<file path="src/rtl/wcv_pkg.sv">
package wcv_pkg;

    localparam int OP_W   = 2;
    localparam int LOCK_W = 1;

    typedef enum logic [1:0] {
        OP_RESET  = 2'b00,
        OP_UNDEF  = 2'b01,
        OP_ACCESS = 2'b10,
        OP_PAGERD = 2'b11
    } op_e;

    typedef enum logic [2:0] {
        K_ERR,
        K_PWD_WR,
        K_STD_WR,
        K_DA_PWD,
        K_DA,
        K_WAKE,
        K_RST,
        K_PGRD
    } kind_e;

endpackage

</file>
<file path="src/rtl/frame_classify.sv">
module frame_classify
    import wcv_pkg::*;
#(
    parameter int DATA_W = 32,
    parameter int ADDR_W = 3,
    parameter int CNT_W  = 7
) (
    input  logic [OP_W-1:0]  opcode_i,
    input  logic [CNT_W-1:0] bit_cnt_i,
    input  logic             pwd_mode_i,
    output kind_e            kind_o
);
    localparam int LEN_SHORT  = OP_W;
    localparam int LEN_DA     = OP_W + LOCK_W + ADDR_W;
    localparam int LEN_WAKE   = OP_W + DATA_W;
    localparam int LEN_STD    = OP_W + LOCK_W + DATA_W + ADDR_W;
    localparam int LEN_DA_PWD = OP_W + DATA_W + LOCK_W + ADDR_W;
    localparam int LEN_PWD_WR = OP_W + DATA_W + LOCK_W + DATA_W + ADDR_W;

    always_comb begin
        kind_o = K_ERR;
        unique case (op_e'(opcode_i))
            OP_RESET:  if (bit_cnt_i == CNT_W'(LEN_SHORT)) kind_o = K_RST;
            OP_PAGERD: if (bit_cnt_i == CNT_W'(LEN_SHORT)) kind_o = K_PGRD;
            OP_ACCESS: begin
                if (pwd_mode_i) begin
                    if      (bit_cnt_i == CNT_W'(LEN_PWD_WR)) kind_o = K_PWD_WR;
                    else if (bit_cnt_i == CNT_W'(LEN_DA_PWD)) kind_o = K_DA_PWD;
                    else if (bit_cnt_i == CNT_W'(LEN_WAKE))   kind_o = K_WAKE;
                end else begin
                    if      (bit_cnt_i == CNT_W'(LEN_STD))    kind_o = K_STD_WR;
                    else if (bit_cnt_i == CNT_W'(LEN_DA))     kind_o = K_DA;
                end
            end
            default:   kind_o = K_ERR;
        endcase
    end
endmodule

</file>
<file path="src/rtl/pwd_compare.sv">
module pwd_compare #(
    parameter int DATA_W = 32,
    parameter int LANE_W = 8
) (
    input  logic [DATA_W-1:0] rx_pwd_i,
    input  logic [DATA_W-1:0] ref_pwd_i,
    output logic              match_o
);
    localparam int LANES = (DATA_W + LANE_W - 1) / LANE_W;
    localparam int PAD_W = LANES * LANE_W;

    logic [PAD_W-1:0] rx_pad, ref_pad;
    logic [LANES-1:0] lane_eq;

    assign rx_pad  = PAD_W'(rx_pwd_i);
    assign ref_pad = PAD_W'(ref_pwd_i);

    for (genvar g = 0; g < LANES; g++) begin : g_lane
        assign lane_eq[g] = (rx_pad[g*LANE_W +: LANE_W] == ref_pad[g*LANE_W +: LANE_W]);
    end

    assign match_o = &lane_eq;
endmodule

</file>
<file path="src/rtl/wr_cmd_check.sv">
module wr_cmd_check
    import wcv_pkg::*;
#(
    parameter int DATA_W = 32,
    parameter int ADDR_W = 3,
    parameter int CNT_W  = 7
) (
    input  logic              clk,
    input  logic              rst_n,
    input  logic              eof_i,
    input  logic [CNT_W-1:0]  bit_cnt_i,
    input  logic              pulse_err_i,
    input  logic [OP_W-1:0]   opcode_i,
    input  logic              page_i,
    input  logic              pwd_mode_i,
    input  logic [DATA_W-1:0] pwd_i,
    input  logic              lock_i,
    input  logic [DATA_W-1:0] data_i,
    input  logic [ADDR_W-1:0] addr_i,
    input  logic [DATA_W-1:0] stored_pwd_i,
    output logic [ADDR_W-1:0] mem_addr_o,
    input  logic              mem_lock_i,
    output logic              start_prog_o,
    output logic              regular_read_o,
    output logic              block_read_o,
    output logic              page_o,
    output logic [ADDR_W-1:0] addr_o,
    output logic [DATA_W-1:0] data_o,
    output logic              lock_o
);
    localparam logic [ADDR_W-1:0] FIRST_BLK = ADDR_W'(1);

    typedef struct packed {
        logic              prog;
        logic              rread;
        logic              bread;
        logic              page;
        logic [ADDR_W-1:0] addr;
        logic [DATA_W-1:0] data;
        logic              lock;
    } dec_t;

    dec_t  st_d, st_q;
    kind_e kind;
    logic  pwd_ok;
    logic  needs_pwd;
    logic  frame_err;

    frame_classify #(.DATA_W(DATA_W), .ADDR_W(ADDR_W), .CNT_W(CNT_W)) u_class (
        .opcode_i   (opcode_i),
        .bit_cnt_i  (bit_cnt_i),
        .pwd_mode_i (pwd_mode_i),
        .kind_o     (kind)
    );

    pwd_compare #(.DATA_W(DATA_W), .LANE_W(8)) u_pwd (
        .rx_pwd_i  (pwd_i),
        .ref_pwd_i (stored_pwd_i),
        .match_o   (pwd_ok)
    );

    assign mem_addr_o = addr_i;
    assign needs_pwd  = (kind == K_PWD_WR) || (kind == K_DA_PWD) || (kind == K_WAKE);
    assign frame_err  = pulse_err_i || (kind == K_ERR) || (needs_pwd && !pwd_ok);

    always_comb begin
        st_d       = st_q;
        st_d.prog  = 1'b0;
        st_d.rread = 1'b0;
        st_d.bread = 1'b0;
        if (eof_i) begin
            st_d.data = data_i;
            st_d.lock = lock_i;
            st_d.page = page_i;
            st_d.addr = FIRST_BLK;
            if (frame_err) begin
                st_d.rread = 1'b1;
            end else begin
                unique case (kind)
                    K_PWD_WR, K_STD_WR: begin
                        st_d.addr = addr_i;
                        if (mem_lock_i) st_d.bread = 1'b1;
                        else            st_d.prog  = 1'b1;
                    end
                    K_DA_PWD, K_DA: begin
                        st_d.addr  = addr_i;
                        st_d.bread = 1'b1;
                    end
                    K_RST: begin
                        st_d.page  = 1'b0;
                        st_d.rread = 1'b1;
                    end
                    default: st_d.rread = 1'b1;
                endcase
            end
        end
    end

    always_ff @(posedge clk or negedge rst_n) begin
        if (!rst_n) st_q <= '0;
        else        st_q <= st_d;
    end

    assign start_prog_o   = st_q.prog;
    assign regular_read_o = st_q.rread;
    assign block_read_o   = st_q.bread;
    assign page_o         = st_q.page;
    assign addr_o         = st_q.addr;
    assign data_o         = st_q.data;
    assign lock_o         = st_q.lock;


    dec_onehot_chk: assert property (@(posedge clk) disable iff (!rst_n)
        $onehot0({start_prog_o, regular_read_o, block_read_o}));


    dec_after_eof_chk: assert property (@(posedge clk) disable iff (!rst_n)
        eof_i |=> ($countones({start_prog_o, regular_read_o, block_read_o}) == 1));


    no_spurious_dec_chk: assert property (@(posedge clk) disable iff (!rst_n)
        !eof_i |=> !(start_prog_o || regular_read_o || block_read_o));


    pulse_err_fallback_chk: assert property (@(posedge clk) disable iff (!rst_n)
        (eof_i && pulse_err_i) |=> (regular_read_o && addr_o == FIRST_BLK));


    locked_no_prog_chk: assert property (@(posedge clk) disable iff (!rst_n)
        (eof_i && mem_lock_i) |=> !start_prog_o);


    fields_hold_chk: assert property (@(posedge clk) disable iff (!rst_n)
        !eof_i |=> $stable({page_o, addr_o, data_o, lock_o}));
endmodule

</file>
<file path="config.mk">
export PLATFORM = sky130hd
export DESIGN_NAME = wr_cmd_check
export DESIGN_NICKNAME = d
export VERILOG_FILES = /design/src/rtl/wcv_pkg.sv /design/src/rtl/frame_classify.sv /design/src/rtl/pwd_compare.sv /design/src/rtl/wr_cmd_check.sv
export SDC_FILE = /design/constraint.sdc
export NUM_CORES = 1
export LEC_CHECK = 0
export ABC_AREA = 1
export BUFFER_PORTS_ARGS = -buffer_cell sky130_fd_sc_hd__buf_4
export CORE_MARGIN = 10
export CORE_UTILIZATION = 25
export DETAILED_ROUTE_END_ITERATION = 7
export MAX_ROUTING_LAYER = met4
export PLACE_DENSITY = 0.63
export SETUP_SLACK_MARGIN = 0.02
export SLEW_MARGIN = 5
export SYNTH_ARGS = -nofsm -noshare
export SYNTH_HDL_FRONTEND = slang
export SYNTH_SLANG_ARGS = --single-unit
</file>
<file path="constraint.sdc">
create_clock -name clk -period 0.96 [get_ports clk]
set_input_delay 0.144 -clock clk [delete_from_list [all_inputs] [get_ports clk]]
set_output_delay 0.144 -clock clk [all_outputs]
set_load 0.02 [all_outputs]
</file>
==> results.json, run 1 <==
{
  "status": "complete, but fails checks",
  "violations": "negative setup slack",
  "worstPathArrival_ps": 1270,
  "rsz0062_at_grt": "yes",
  "synth-adder-area-share": 0,
  "grt_max_degree": 41,
  "fin_crit_ps": 1090,
  "routed_via_density": 4.06,
  "seqCellArea_um2": 1000,
  "synth-simple-area-share": 0.456,
  "nets": 675,
  "wl_per_cell_um": 12.6,
  "worstHoldPathCells": 3,
  "cts-root-buf": "clkbuf_8",
  "initial_utilization": 0.260,
  "cap_violations": 0,
  "area_growth_pct": 80.9,
  "firstDrtPassIters": 4,
  "die_h_um": 118,
  "synth_mux_area_frac": 0,
  "die_area_um2": 14000,
  "antenna_left": 0,
  "ys_ff_latch": 40,
  "synth-compound-area-share": 0.00465,
  "hold_slack_ps": 52.7,
  "antennaDiodeCount": 0,
  "max_stage_delay_ps": 150,
  "design_area_um2": 4380,
  "reg2reg_slack_ps": 110,
  "clk_pin_slew_worst_paths_ps": 80,
  "die_w_um": 118,
  "r2r-end": "addr_o[0]$_DFFE_PN0P_",
  "grt_pass1_vias": 2685,
  "period_share": 1.14,
  "antenna_found_initial": 0,
  "setup_viol": 21,
  "synth_nets": 498,
  "multiInputGateArea_um2": 1260,
  "drc_errors": 0,
  "synth.distinct_cells": 22,
  "endpoint_kind": "flop",
  "crit_fanout": 5,
  "drt_iter0_drc": 84,
  "relSlewSlack": 0.667,
  "grt_pass1_wl_um": 13400,
  "post_synth_xor_area_fraction": 0.0145,
  "skew_ps": 0,
  "min_path_type": "primary input to flop",
  "cp.required_ps": 1140,
  "fin_cells": 689,
  "gp_congestion": 0.838,
  "pre_cts_ws_ps": -482,
  "start_kind": "primary input",
  "power_density_nw_per_um2": 1080,
  "htree_levels": 2,
  "crit_chain": "buf_8 > inv_6 > nand2_4 > nor2_4 > nand3_2 > nand3_2 > nand2_2 > nand4_2 > nand2_2 > nor2_4 > nand4_1 > nand2_1 > inv_1",
  "clock_sinks": 40,
  "grt_util_all_layers": 0.119,
  "synth.area.top_cells": "dfrtp_1 41%, nand2_1 29%, inv_1 8.5%",
  "worstSetupPathType": "primary input to flop",
  "tightestPinTransition_ps": 500,
  "placed_area_um2": 3880,
  "fill_cells": 919,
  "ys_warn_count": 0,
  "synth.top_cell.area_share": 0.413,
  "core_area_um2": 9330,
  "grt_overflow": 0,
  "critPathSlowestCell": "nor2_4",
  "maxSlewViolCount": 0,
  "final.setup.worst_slack_ps": -131,
  "hold_violations": 0,
  "totalWireLength_um": 8710,
  "synth_top_family_by_area": "simple AND/OR/NAND/NOR gates",
  "avgSynthCellArea_um2": 6.34,
  "synth_top_cell_by_area": "dfrtp_1",
  "fmax_mhz": 917,
  "dp_hpwl_um": 7310,
  "ys_seq_area_frac": 0.413,
  "min_to": "data_o[26]$_DFFE_PN0P_",
  "r2r_cells": 3,
  "p_leak_nw": 2.54,
  "hold_start": "data_i[26]",
  "synth_area_um2": 2420,
  "cts_tree": "yes",
  "clk_latency_ps": 270,
  "io_buffers": 158,
  "drive_gt1_frac": 0.430,
  "vdd_drop_max_v": 0.000768,
  "dp.cells": 672,
  "syn_inst": 382,
  "detailroute.via_count": 2795,
  "rows": 35,
  "timing.rr.start": "addr_o[0]$_DFFE_PN0P_",
  "cts_made_buffers": 5,
  "io_pins": 159,
  "clockBufferDepth": 2
}
[registers in the layout (all words and copies together) (netlist names)]
| signal | count |
|---|---|
| lock_o | 1 |
| page_o | 1 |
| regular_read_o | 1 |
| addr_o | 3 |
| block_read_o | 1 |
| start_prog_o | 1 |
| data_o | 32 |
[timing repair]
item | CTS | global route
endpoints found under the setup margin | 47 | 47
setup buffers | 3 | 5
hold buffers | 1 | 0
gates resized for setup | 59 | 37
pin swaps | 23 | 40
endpoints found under the hold margin | 40 | 0
[how the worst max path moves through the flow]
stage	start	endpoint	slack, ps	depth (start not counted)
final	bit_cnt_i[0]	addr_o[0]$_DFFE_PN0P_	-130	13
after global routing	pwd_i[1]	addr_o[0]$_DFFE_PN0P_	-250	13
after CTS	pwd_i[19]	addr_o[0]$_DFFE_PN0P_	-150	12
after detailed placement	bit_cnt_i[3]	addr_o[0]$_DFFE_PN0P_	-480	13
after global placement	bit_cnt_i[3]	start_prog_o$_DFF_PN0_	-440	12
after floorplan	bit_cnt_i[3]	addr_o[0]$_DFFE_PN0P_	-210	12
[final cells by class]
cell class / instances / area share
Timing Repair Buffer: 181 / 0.368
Multi-Input combinational cell: 273 / 0.288
Sequential cell: 40 / 0.228
Inverter: 58 / 0.0537
Tap cell: 129 / 0.0368
Clock buffer: 6 / 0.0166
Clock inverter: 2 / 0.00799
[layout by cell type, fill, tap and decap left out, types with 3 or more instances in the layout]
cell type  netlist  layout
nand4_1          5       5
nor2_4           3       6
buf_6            0      58
nand2_2          4      11
nand3_2          2       4
buf_4            3     118
inv_2            3      11
xor2_1           3       3
nand3_1          5       3
clkbuf_8         0       5
nand2_4          0       3
nand2_1        188     178
nor3_2           3       3
nor2_2           1      10
buf_8            0       3
nor2_1          54      42
dfrtp_1         40      40
inv_1           55      45
[synth_stat cells (all sizes together)]
cell type  instances
clkbuf             4
nor3               4
buf                7
dfrtp             40
xor2               3
xnor2              1
a21boi             1
nand4              6
or2                1
nor2              58
nand3              7
nand2            192
inv               58
[layer usage]
layer | global-route usage | part of all wire
met5 | - | 0
met2 | 0.233 | 0.59
met4 | 0.0321 | 0.024
met3 | 0.0176 | 0.025
met1 | 0.118 | 0.36
[metrics by stage]
stage	total power [mW]	util	setup TNS, ps
2_1_floorplan	2.47	-	-859
3_3_place_gp	3.23	0.416	-2810
3_5_place_dp	3.26	0.416	-3040
4_1_cts	4.74	0.455	-1110
5_1_grt	5.04	0.470	-2660
6_report	4.75	0.470	-658
[power breakdown]
group | leakage, nW | switching, mW | internal, mW | total (mW)
Sequential | 0.490 | 0.0930 | 1.82 | 1.91
Clock | 0.0552 | 0.554 | 0.772 | 1.33
Combinational | 2.00 | 0.695 | 0.823 | 1.52
Total | 2.54 | 1.34 | 3.41 | 4.75
[cells by family (layout without fill, tap and decap cells)]
family	count (synthesis)	after routing
xor+xnor	4	4
simple gates	268	268
flops	40	40
buf+inv	69	247
compound gates	1	1
[critical path: cells and delay by family]
family / cells / cell delay (ps)
buffers and inverters: 3 / 170
and+or+nand+nor: 10 / 950
Power figures use the tool's default switching activity.
==> inputs of run 2 (changes only) <==
Settings changed: CAP_MARGIN set to 15, SKIP_CTS_REPAIR_TIMING set to 1.
==> run 2 against run 1 <==
Net effect:
- the run still ends with negative setup slack left
- final cell count rose by 0.29%
- clock skew did not move
- register-to-register slack about the same
- die area unchanged
- utilization about the same
- combinational power hardly changed
- non-clock buffer count up 2
- clock-buffer cell count unchanged
- global-route usage fell by 0.37 points
- worst hold slack better by 1.5 ps
- via count grew 0.14%
- fmax down 2.6%
==> results.json, run 2 (synthesized netlist as in run 1, its figures left out) <==
{
  "final.setup.worst_slack_ps": -160,
  "die_area_um2": 14000,
  "timing.rr.start": "addr_o[0]$_DFFE_PN0P_",
  "antenna_found_initial": 0,
  "die_h_um": 118,
  "drive_gt1_frac": 0.422,
  "firstDrtPassIters": 4,
  "fin_crit_ps": 1120,
  "largest_register_ffs": 32,
  "cap_violations": 0,
  "start_kind": "primary input",
  "hold_violations": 0,
  "min_path_type": "primary input to flop",
  "area_growth_pct": 80.8,
  "totalWireLength_um": 8810,
  "worstPathArrival_ps": 1320,
  "cts_tree": "yes",
  "min_to": "data_o[26]$_DFFE_PN0P_",
  "grt_pass1_vias": 2562,
  "setup_viol": 19,
  "r2r_cells": 3,
  "skew_ps": 0,
  "drt_iter0_drc": 71,
  "hold_start": "data_i[26]",
  "endpoint_kind": "flop",
  "relSlewSlack": 0.664,
  "drc_errors": 0,
  "cp.required_ps": 1160,
  "violations": "negative setup slack",
  "final_common_cell": "nand2_1",
  "core_area_um2": 9330,
  "rsz0062_at_grt": "yes",
  "hold_slack_ps": 54.2,
  "grt_overflow": 0,
  "design_area_um2": 4380,
  "io_pins": 159,
  "vdd_drop_max_v": 0.000768,
  "power_density_nw_per_um2": 1090,
  "crit_fanout": 3,
  "die_w_um": 118,
  "final_cell_mix": "179 x nand2_1, 126 x buf_4, 53 x buf_6, 51 x inv_1, 41 x nor2_1",
  "nets": 677,
  "worstSetupPathType": "primary input to flop",
  "cts_made_buffers": 5,
  "antennaDiodeCount": 0,
  "dp_hpwl_um": 7310,
  "wl_per_cell_um": 12.7,
  "maxSlewViolCount": 0,
  "status": "complete, but fails checks",
  "htree_levels": 2,
  "initial_utilization": 0.260,
  "clock_sinks": 40,
  "pre_cts_ws_ps": -482,
  "placed_area_um2": 3880,
  "clk_pin_slew_worst_paths_ps": 80,
  "tns_ps": -813,
  "r2r-end": "addr_o[0]$_DFFE_PN0P_",
  "cts-root-buf": "clkbuf_8",
  "grt_util_all_layers": 0.115,
  "detailroute.via_count": 2799,
  "antenna_left": 0,
  "fill_cells": 920,
  "fmax_mhz": 892,
  "worstHoldPathCells": 3,
  "grt_pass1_wl_um": 12900,
  "reg2reg_slack_ps": 100,
  "period_share": 1.17,
  "tightestPinTransition_ps": 503,
  "startpoint": "bit_cnt_i[5]",
  "clockBufferDepth": 2,
  "io_buffers": 158,
  "gp_congestion": 0.838,
  "clk_latency_ps": 270,
  "routed_via_density": 4.05,
  "grt_max_degree": 41,
  "p_leak_nw": 2.56,
  "rows": 35
}
[run 2: cell types whose count changed in the layout (fill, tap and decap cells not counted)]
cell / before / now
buf_4: 118 / 126
inv_1: 45 / 51
inv_2: 11 / 5
buf_6: 58 / 53
buf_8: 3 / 2
nand2_1: 178 / 179
nand2_2: 11 / 10
nor2_1: 42 / 41
nor2_4: 6 / 7
nor3_1: 0 / 1
nor3_2: 3 / 2
xor2_1: 3 / 2
xor2_2: 0 / 1
[run 2: metal layers]
metal | track usage | share of wire
met1 | 0.118 | 0.37
met5 | - | 0
met4 | 0.0313 | 0.026
met2 | 0.221 | 0.58
met3 | 0.0181 | 0.025
[run 2: worst max path at each step]
stage | endpoint | slack (ps)
3_5_place_dp | addr_o[0]$_DFFE_PN0P_ | -480
3_3_place_gp | start_prog_o$_DFF_PN0_ | -440
5_1_grt | addr_o[0]$_DFFE_PN0P_ | -270
2_1_floorplan | addr_o[0]$_DFFE_PN0P_ | -210
6_report | block_read_o$_DFF_PN0_ | -160
4_1_cts | addr_o[0]$_DFFE_PN0P_ | -180
[run 2: cell type report]
cell class | instances | area, um^2 | share of cell area
clock inverter | 2 | 35.0 | 0.00800
sequential | 40 | 1000 | 0.229
multi-input combinational | 273 | 1270 | 0.290
inverter | 58 | 235 | 0.0537
timing repair buffer | 183 | 1600 | 0.366
tap | 129 | 161 | 0.0369
clock buffer | 6 | 72.6 | 0.0166
[run 2: metrics by stage]
stage / power, mW / util / cells
floorplan: 2.47 / - / 382
detailed placement: 3.26 / 0.416 / 672
global route: 5.05 / 0.469 / 691
global placement: 3.23 / 0.416 / 672
finish: 4.75 / 0.469 / 691
CTS: 4.60 / 0.428 / 680
[run 2: report_power, final]
part | total (mW) | switching [mW] | leakage (nW) | internal [mW]
Clock | 1.32 | 0.551 | 0.0552 | 0.772
Sequential | 1.91 | 0.0934 | 0.490 | 1.82
Combinational | 1.52 | 0.699 | 2.01 | 0.821
[run 2: critical path: stages]
cell and delay, ps:
buf_4 140, nor3_4 230, nand4_1 170, a21boi_4 190, nor2_2 120, nor3_2 60
buf_4 130, nor3_2 130
==> inputs of run 3 (changes only) <==
Settings changed: ABC_AREA 1 to unset, PLACE_DENSITY 0.63 to 0.66, SYNTH_HIERARCHICAL set to 1.
Clock period 0.96 ns to 1.14 ns, I/O delays scaled along.
==> run 3 against run 2 <==
Net effect:
- the run still ends with negative setup slack left
- via count decreased by 32%
- final area decreased by 15%
- clock-buffer cell count is the same
- first-iteration DRC count decreased by 28%
- register-to-register slack better by 270 ps
- worst setup slack worse by 71 ps
- clock skew unchanged
- critical path depth down 1
- power is 17% lower
- global-route usage fell by 0.77 points
- largest cell class unchanged
- largest power group unchanged
==> results.json, run 3 <==
{
  "avgSynthCellArea_um2": 12.7,
  "die_w_um": 111,
  "initial_utilization": 0.254,
  "totalWireLength_um": 7170,
  "die_h_um": 111,
  "worstSetupPathType": "primary input to flop",
  "power_density_nw_per_um2": 1070,
  "vdd_drop_max_v": 0.000586,
  "largest_register_ffs": 32,
  "min_path_type": "primary input to flop",
  "startpoint": "opcode_i[0]",
  "ys_seq_area_frac": 0.481,
  "grt_util_all_layers": 0.108,
  "final.setup.worst_slack_ps": -232,
  "endpoint_kind": "flop",
  "cts_tree": "yes",
  "design_area_um2": 3710,
  "clk_latency_ps": 290,
  "fin_cells": 437,
  "antenna_found_initial": 0,
  "routed_via_density": 4.37,
  "cts_made_buffers": 5,
  "drt_iter0_drc": 51,
  "placed_area_um2": 3460,
  "ys_ff_latch": 40,
  "io_pins": 159,
  "pre_cts_ws_ps": -642,
  "dp_hpwl_um": 5890,
  "skew_ps": 0,
  "start_kind": "primary input",
  "syn_inst": 164,
  "ys_warn_count": 6,
  "rows": 33,
  "die_area_um2": 12400,
  "hold_start": "mem_lock_i",
  "synth_top_cell_by_area": "dfrtp_1",
  "grt_max_degree": 41,
  "synth.top_cell.area_share": 0.481,
  "detailroute.via_count": 1911,
  "cts-root-buf": "clkbuf_8",
  "seqCellArea_um2": 1000,
  "area_growth_pct": 78.5,
  "grt_pass1_vias": 2172,
  "rsz0062_at_grt": "yes",
  "antennaDiodeCount": 0,
  "setup_viol": 7,
  "multiInputGateArea_um2": 1120,
  "firstDrtPassIters": 4,
  "clk_pin_slew_worst_paths_ps": 80,
  "nets": 447,
  "grt_overflow": 0,
  "dp.cells": 427,
  "fmax_mhz": 729,
  "timing.rr.start": "data_o[21]$_DFFE_PN0P_",
  "synth_area_um2": 2080,
  "synth_nets": 280,
  "worstPathArrival_ps": 1600,
  "core_area_um2": 8180,
  "fin_crit_ps": 1370,
  "drc_errors": 0,
  "synthArstFlopShare": 1.00,
  "htree_levels": 2,
  "cap_violations": 0,
  "wl_per_cell_um": 16.4,
  "tns_ps": -1200,
  "period_share": 1.20,
  "clockBufferDepth": 2,
  "relSlewSlack": 0.654,
  "fill_cells": 785,
  "hold_violations": 0,
  "reg2reg_slack_ps": 370,
  "antenna_left": 0,
  "synthTopCellsByCount": "40 x dfrtp_1, 34 x mux2_2, 33 x xor2_1",
  "synth_edf_count": 0,
  "synthFlopType": "dfrtp_1",
  "crit_fanout": 5,
  "grt_pass1_wl_um": 10800,
  "maxSlewViolCount": 0,
  "gp_congestion": 0.782,
  "final_cell_mix": "158 x buf_4, 40 x dfrtp_1, 33 x mux2_2, 31 x xor2_1, 6 x clkbuf_8",
  "status": "complete, but fails checks",
  "violations": "negative setup slack",
  "drive_gt1_frac": 0.696,
  "p_leak_nw": 1.77,
  "tightestPinTransition_ps": 519,
  "synth.distinct_cells": 31,
  "io_buffers": 158,
  "synth.area.top_cells": "dfrtp_1 48%, mux2_2 18%, xor2_1 14%",
  "synth_most_common_cell": "dfrtp_1",
  "utilization": 0.454,
  "cp.required_ps": 1370,
  "final_common_cell": "buf_4",
  "clock_sinks": 40
}
==> run 3: cell types whose count changed after synthesis, moves of 5 or more <==
cell and delta:
nand3_1 -5, mux2_2 +34, nor4_1 +8, xor2_1 +30, nor2_1 -51, inv_1 -51
nand2_1 -186
==> run 3: critical path: stages <==
cell and delay, ps:
buf_4 130, nand3b_1 190, o32ai_1 280, o21a_2 230
xnor2_2 100, o32ai_2 320, a22o_1 180
==> run 3: final timing paths <==
kind,end,depth (start not counted)
setup / recovery,addr_o[1]$_DFFE_PN0P_,7
hold / removal,start_prog_o$_DFF_PN0_,2
setup reg to reg,data_o[21]$_DFFE_PN0P_,1
hold reg to reg,data_o[4]$_DFFE_PN0P_,1
max in group asynchronous,data_o[6]$_DFFE_PN0P_,2
min in group asynchronous,data_o[24]$_DFFE_PN0P_,2
==> run 3: cells by family after synthesis <==
family | after synthesis | share of synthesized area
AOI/OAI and AO/OA | 13 | 0.0536
xor gates and xnor gates | 34 | 0.143
buffers and inverters | 11 | 0.0343
muxes | 35 | 0.189
and+or+nand+nor | 31 | 0.0987
DFF | 40 | 0.481
==> run 3: final cells by class <==
cell class / instances / area share
tap: 105 / 0.0354
inverter: 4 / 0.00405
clock inverter: 2 / 0.0105
clock buffer: 6 / 0.0223
sequential: 40 / 0.270
multi-input combinational: 113 / 0.302
timing repair buffer: 167 / 0.356
==> run 3: routing by layer <==
metal | wire [um] | up-vias | GRT usage
met4 | 69 | 0 | 0.0300
met2 | 4020 | 81 | 0.191
met5 | 0 | - | -
li1 | - | 921 | -
met1 | 2770 | 905 | 0.115
met3 | 315 | 4 | 0.0276
==> run 3: metrics by stage <==
step	hold slack (ps)	total power [mW]
final	54.3	3.96
after CTS	-138	3.99
after detailed placement	188	2.73
after floorplan	-125	2.07
after global routing	43.0	4.15
after global placement	184	2.71
==> run 3: report_power, final <==
part / switching, mW / internal [mW] / total [mW]
sequential: 0.0646 / 1.54 / 1.61
combinational: 0.483 / 0.634 / 1.12
clock: 0.517 / 0.717 / 1.23
total: 1.06 / 2.89 / 3.96
